--- src/rtl/freq_lock_detect.sv ---
module freq_lock_detect #(
  parameter int WIN  = 64,
  parameter int TOLW = 3
) (
  input  logic            clk,
  input  logic            rst_n,
  input  logic            ref_tick,
  input  logic            fb_tick,
  input  logic [TOLW-1:0] tol,
  input  logic            irq_en,
  input  logic            irq_clr,
  input  logic            stat_wr,
  input  logic            stat_wdata,
  input  logic            sel_pll,
  output logic            lock,
  output logic            irq,
  output logic            clk_ok,
  output logic            lol
);
  localparam int RW = $clog2(WIN);
  localparam int CW = RW + 2;
  localparam logic [CW-1:0] CMAX = {CW{1'b1}};
  localparam logic [CW-1:0] WINC = CW'(WIN);

  logic [RW-1:0] ref_cnt;
  logic [CW-1:0] fb_cnt, fb_sum, dev;
  logic win_end, in_tol, flip;

  assign win_end = ref_tick && (ref_cnt == RW'(WIN - 1));
  assign fb_sum  = (fb_tick && fb_cnt != CMAX) ? fb_cnt + 1'b1 : fb_cnt;
  assign dev     = (fb_sum >= WINC) ? fb_sum - WINC : WINC - fb_sum;
  assign in_tol  = {{TOLW{1'b0}}, dev} <= {{CW{1'b0}}, tol};
  assign flip    = win_end && (in_tol != lock);
  assign clk_ok  = sel_pll && lock;

  logic unused_wr;
  assign unused_wr = stat_wr ^ stat_wdata;

  always_ff @(posedge clk or negedge rst_n) begin
    if (!rst_n) begin
      ref_cnt <= '0;
      fb_cnt  <= '0;
    end else begin
      if (ref_tick) ref_cnt <= win_end ? '0 : ref_cnt + 1'b1;
      fb_cnt <= win_end ? '0 : fb_sum;
    end
  end

  always_ff @(posedge clk or negedge rst_n) begin
    if (!rst_n) begin
      lock <= 1'b0;
      irq  <= 1'b0;
      lol  <= 1'b0;
    end else begin
      if (win_end) lock <= in_tol;
      if (flip && irq_en) irq <= 1'b1;
      else if (irq_clr)   irq <= 1'b0;
      lol <= flip && lock && sel_pll;
    end
  end
endmodule

--- config.mk ---
export PLATFORM = sky130hd
export DESIGN_NAME = freq_lock_detect
export DESIGN_NICKNAME = d
export VERILOG_FILES = /design/src/rtl/freq_lock_detect.sv
export SDC_FILE = /design/constraint.sdc
export NUM_CORES = 1
export LEC_CHECK = 0
export BUFFER_PORTS_ARGS = -buffer_cell sky130_fd_sc_hd__buf_2
export CORE_UTILIZATION = 25
export CTS_BUF_LIST = sky130_fd_sc_hd__clkbuf_2
export DETAILED_ROUTE_END_ITERATION = 8
export SLEW_MARGIN = 10
export SYNTH_ARGS = -nofsm -noshare
export SYNTH_HDL_FRONTEND = slang
export SYNTH_SLANG_ARGS = --single-unit
--- constraint.sdc ---
create_clock -name clk -period 6.65 [get_ports clk]
set_clock_uncertainty 0.2 [all_clocks]
set_input_delay 0.665 -clock clk [delete_from_list [all_inputs] [get_ports clk]]
set_output_delay 0.665 -clock clk [all_outputs]
set_load 0.05 [all_outputs]
### Word level (Yosys, flattened, before mapping)

Cells that the tools add are included.

| word-level totals | value |
|---|---|
| bits of input ports | 12 |
| latch bits | 0 |
| word-level logic and storage cells | 28 |
| bits in registers | 17 |
| bits in read-only memories | 0 |
| memories kept | 0 |
| RAM bits | 0 |

| cells by class | value |
|---|---|
| order comparisons | 2 |
| shifts and indexed selects | 0 |
| bitwise operators | 0 |
| add/subtract/negate cells | 4 |
| reductions and logical operators | 8 |
| multiplexer cells | 6 |
| div/mod/pow operators | 0 |
| equal/unequal tests | 3 |
| $mul | 0 |

Operators with widths:

| cell | number |
|---|---|
| two-way mux 8 bit | 3 |
| adder 8 x 1 -> 8 bit, second input constant | 1 |
| >= comparator 8 x 7 -> 1 bit, second input constant | 1 |
| <= comparator 8 x 3 -> 1 bit | 1 |
| inequality test 8 bit, second input constant | 1 |
| subtractor 7 x 8 -> 8 bit, first input constant | 1 |
| subtractor 8 x 7 -> 8 bit, second input constant | 1 |
| logical AND 1 bit | 7 |
| adder 6 x 1 -> 6 bit, second input constant | 1 |
| equality test 6 bit, second input constant | 1 |
| two-way mux 6 bit | 1 |
| two-way mux 1 bit | 2 |
| nonzero test 2 bit | 1 |
| inequality test 1 bit | 1 |

### Depth between registers and ports, before layout

| depth | value |
|---|---|
| depth in word-level cells | 10 |
| depth in mapped cells | 16 |

### Worst setup path before layout

OpenSTA, ideal clock, no wires.

| timing path | value |
|---|---|
| path kind | in2reg |
| start point | input fb_tick |
| end point | register lock |
| cell stages on the path | 14 |
| setup slack | 3488 ps |
| required time | 6383 ps |
| library setup time | 67 ps |
| data arrival time | 2895 ps |
| cell sequence | buf_2 -> nand4_1 -> mux2_2 -> nor3_1 -> xor2_1 -> nor2_1 -> a21oi_1 -> ha_1 -> a21o_1 -> a21oi_1 -> a31oi_1 -> or2_2 -> nor2_1 -> mux2_2 |

| between the ends | value |
|---|---|
| cells in the longest elaborated chain, start to end | 5 |

Ends and longest elaborated chain:

| element | RTL line | source |
|---|---|---|
| from (decl) | 8 | `input logic fb_tick,` |
| logical AND 1 bit * | 30 | `assign fb_sum = (fb_tick && fb_cnt != CMAX) ? fb_cnt + 1'b1 : fb_cnt;` |
| two-way mux 8 bit * | 30 |  |
| subtractor 7 x 8 -> 8 bit (tied with other cells) | 31 | `assign dev = (fb_sum >= WINC) ? fb_sum - WINC : WINC - fb_sum;` |
| two-way mux 8 bit * | 31 |  |
| <= comparator 8 x 3 -> 1 bit * | 32 | `assign in_tol = {{TOLW{1'b0}}, dev} <= {{CW{1'b0}}, tol};` |
| to (signal assigned) | 55 | `if (win_end) lock <= in_tol;` |
| to (decl) | 15 | `output logic lock,` |

Every way passes the cells marked *; elsewhere a longest branch is shown, timed or not.
A chain may end at the register's enable or synchronous reset.

### Worst setup path in the final report

| timing path | value |
|---|---|
| start point | register fb_cnt[0] |
| end point | register lock |

| between the ends | value |
|---|---|
| cells in the longest elaborated chain, start to end | 6 |

Ends and longest elaborated chain:

| element | RTL line | source |
|---|---|---|
| from (decl) | 26 | `logic [CW-1:0] fb_cnt, fb_sum, dev;` |
| from (signal assigned) | 45 | `fb_cnt <= win_end ? '0 : fb_sum;` |
| branches (longest 2 deep; another with adder 8 x 1 -> 8 bit) | n/a |  |
| two-way mux 8 bit * | 30 |  |
| subtractor 7 x 8 -> 8 bit (tied with other cells) | 31 |  |
| two-way mux 8 bit * | 31 |  |
| <= comparator 8 x 3 -> 1 bit * | 32 |  |

Every way passes the cells marked *.

==> flow_summary.json <==
{
  "cts_buffers": 3,
  "power.share.clock_pct": 9.2,
  "core_area_um2": 4120,
  "hold_viol": 0,
  "drc_errors": 0,
  "crit_path_end_kind": "register",
  "synth_area_leaders": "dfrtp_1 39%, nor2_1 5.8%, ha_1 4.5%, mux2_2 4.1%, nand4_1 4.0%",
  "synth_compound_area_share_pct": 12.7,
  "worstPathArrival_ps": 3530,
  "clock-sinks": 17,
  "synthTopCellsByCount": "17 x dfrtp_1, 17 x nor2_1, 11 x nand2_1",
  "grtUsageTotal_pct": 9.92,
  "cts_buffer_depth": 2,
  "drive_above_1_share_pct": 17.9,
  "p_comb_share_pct": 50.5,
  "synth-edff-count": 0,
  "rsz0062_at_grt": "false",
  "ant_nets": 0,
  "dieArea_um2": 4680,
  "gp_congestion": 0.791,
  "reg2reg_depth": 15,
  "syn-cell-area_um2": 1100,
  "wl_per_cell_um": 10.9,
  "peakVddDrop_uv": 185,
  "n_antenna_cell": 0,
  "placed_area_um2": 1190,
  "status": "completed",
  "synth.avg_cell_area_um2": 8.97,
  "synth_top_area_share_pct": 38.5,
  "final_util_pct": 29.4,
  "io_buffers": 13,
  "routed-via-count": 889,
  "synth_fp_nets": 139,
  "fp.dieH_um": 68.4,
  "synth_flop_cell": "dfrtp_1",
  "synth_cell_type_count": 34,
  "routed_wl_mm": 2.00,
  "seq_power_share_pct": 40.3,
  "synthMuxAreaShare_pct": 7.71,
  "async_flop_share_pct": 100,
  "p_leak_nw": 0.564,
  "synthXorXnorAreaFrac_pct": 7.94,
  "cts.clk_slew.worst_paths_ps": 150,
  "tns_ps": 0,
  "report.power.total_mw": 0.491,
  "synthAdderAreaFrac_pct": 4.54,
  "r2r-start": "fb_cnt[0]",
  "cts_setup_buffers": 0,
  "grt_overflow": 0,
  "via_per_inst": 4.83,
  "crit_required_ps": 6680,
  "drv_cap": 0,
  "p_sw_mw": 0.213,
  "synth_top_area_cell": "dfrtp_1",
  "finalSetupViolations": 0,
  "dr.pass1.iters": 4,
  "switching_share_pct": 43.5,
  "fmax_mhz": 286,
  "yosysSeqAreaShare_pct": 38.5,
  "slew_viol_final": 0,
  "root_buffer": "clkbuf_2",
  "period_share_pct": 52.5,
  "post_cts_resized": 0,
  "ys.warnings.count": 0,
  "num_rows": 23,
  "critPathMaxFanout": 8,
  "crit_start": "fb_cnt[0]",
  "intPower_mw": 0.277,
  "synth_top_family_by_area": "simple AND/OR/NAND/NOR gates",
  "cts_tree": "built",
  "antenna_found_initial": 0,
  "timing.final.ws_setup_ps": 3160,
  "rr_endpoint": "lock",
  "min-delay-path-class": "input pin to asynchronous set/reset pin",
  "drtIter0Drc": 39,
  "die_w_um": 68.4,
  "start_util_pct": 26.8,
  "grt_max_degree": 18,
  "regToRegSetupSlack_ps": 3160,
  "ios": 16,
  "synthSimpleGateAreaFrac_pct": 23.6,
  "grt_pass1_vias": 810,
  "hpwl_mm": 1.51,
  "clk_latency_ps": 280,
  "cts_hold_buffers": 0,
  "path_class": "register to register",
  "finalInstanceArea_um2": 1210,
  "crit_end": "lock",
  "worstSetupStartpointType": "register",
  "area_growth_pct": 9.75,
  "power.density_nw_per_um2": 405,
  "grt_first_pass_wirelength_mm": 3.51,
  "h-tree-depth": 1,
  "relSlewSlack_pct": 44.0,
  "tightest_slew_ps": 836,
  "fin_nets": 151,
  "post-place-ws_ps": 3100,
  "ys_ff_latch": 17,
  "postSynthCellCount": 123,
  "layout_min_cycle_time_ps": 3490
}
==> layout make-up <==
class / count / area, µm²
clock buffers: 4 / 20.0
fillers: 443 / 2900
inverters: 4 / 15.0
multi-input cells: 96 / 623
flip-flops and latches: 17 / 425
well taps: 50 / 62.6
repair buffers: 13 / 65.1
==> metrics by stage <==
step	instances	hold WS (ps)
detailed placement	180	269
global placement	180	266
CTS	184	56.1
floorplan	123	169
finish	184	68.3
global route	184	66.1
==> layout by cell type (no fill, tap or decap), types with 2 or more instances in the layout <==
cell type / count
a21oi_1: 6
a31oi_1: 3
and3_1: 4
buf_2: 13
clkbuf_2: 4
dfrtp_1: 17
ha_1: 4
inv_1: 4
mux2_2: 4
mux2i_1: 4
nand2_1: 11
nand3_1: 4
nand4_1: 7
nor2_1: 17
nor2b_1: 4
nor3_1: 2
o21ai_0: 3
xnor2_1: 5
xor2_1: 5
==> layer usage <==
metal	track usage, %	vias up	routed length (µm)
met4	3.91	0	0
li1	-	456	-
met5	0	-	0
met3	1.00	0	34
met1	12.6	423	920
met2	17.0	10	1050
==> worst min-delay path by stage <==
stage	startpoint	endpoint	slack, ps
after floorplan	rst_n	fb_cnt[0]	170
after global placement	ref_cnt[4]	ref_cnt[4]	270
after detailed placement	ref_cnt[4]	ref_cnt[4]	270
after CTS	rst_n	lock	60
after global routing	rst_n	lock	70
final	rst_n	ref_cnt[4]	70
==> sequential cells by signal, indices dropped and copies added (netlist names) <==
| signal | flops |
|---|---|
| fb_cnt | 8 |
| ref_cnt | 6 |
| irq | 1 |
| lock | 1 |
| lol | 1 |
==> power groups by stage <==
stage	Clock (mW)	Combinational [mW]	Sequential (mW)
6_report	0.0453	0.248	0.198
5_1_grt	0.0518	0.293	0.208
4_1_cts	0.0484	0.250	0.198
3_5_place_dp	0	0.248	0.199
3_3_place_gp	0	0.245	0.199
2_1_floorplan	0	0.235	0.175
==> critical path, stage by stage, from the launching register on <==
cell and delay (ps):
dfrtp_1 500, ha_1 280, nand2_1 110, nor3_1 220
a31oi_1 220, nor3_1 260, xor2_1 160, nor2_1 50
a21oi_1 150, ha_1 260, a21o_1 180, a21oi_1 130
a31oi_1 80, or2_2 310, nor2_1 160, mux2_2 170
==> cell families (layout without fill, tap and decap cells) <==
kind of cell,Yosys count,count (layout)
buf+inv,10,21
simple gates,54,54
flops,17,17
fa+ha+maj,4,4
xor+xnor,10,10
mux,8,8
compound gates,20,20
No activity file was read; power rests on OpenSTA's default activity.
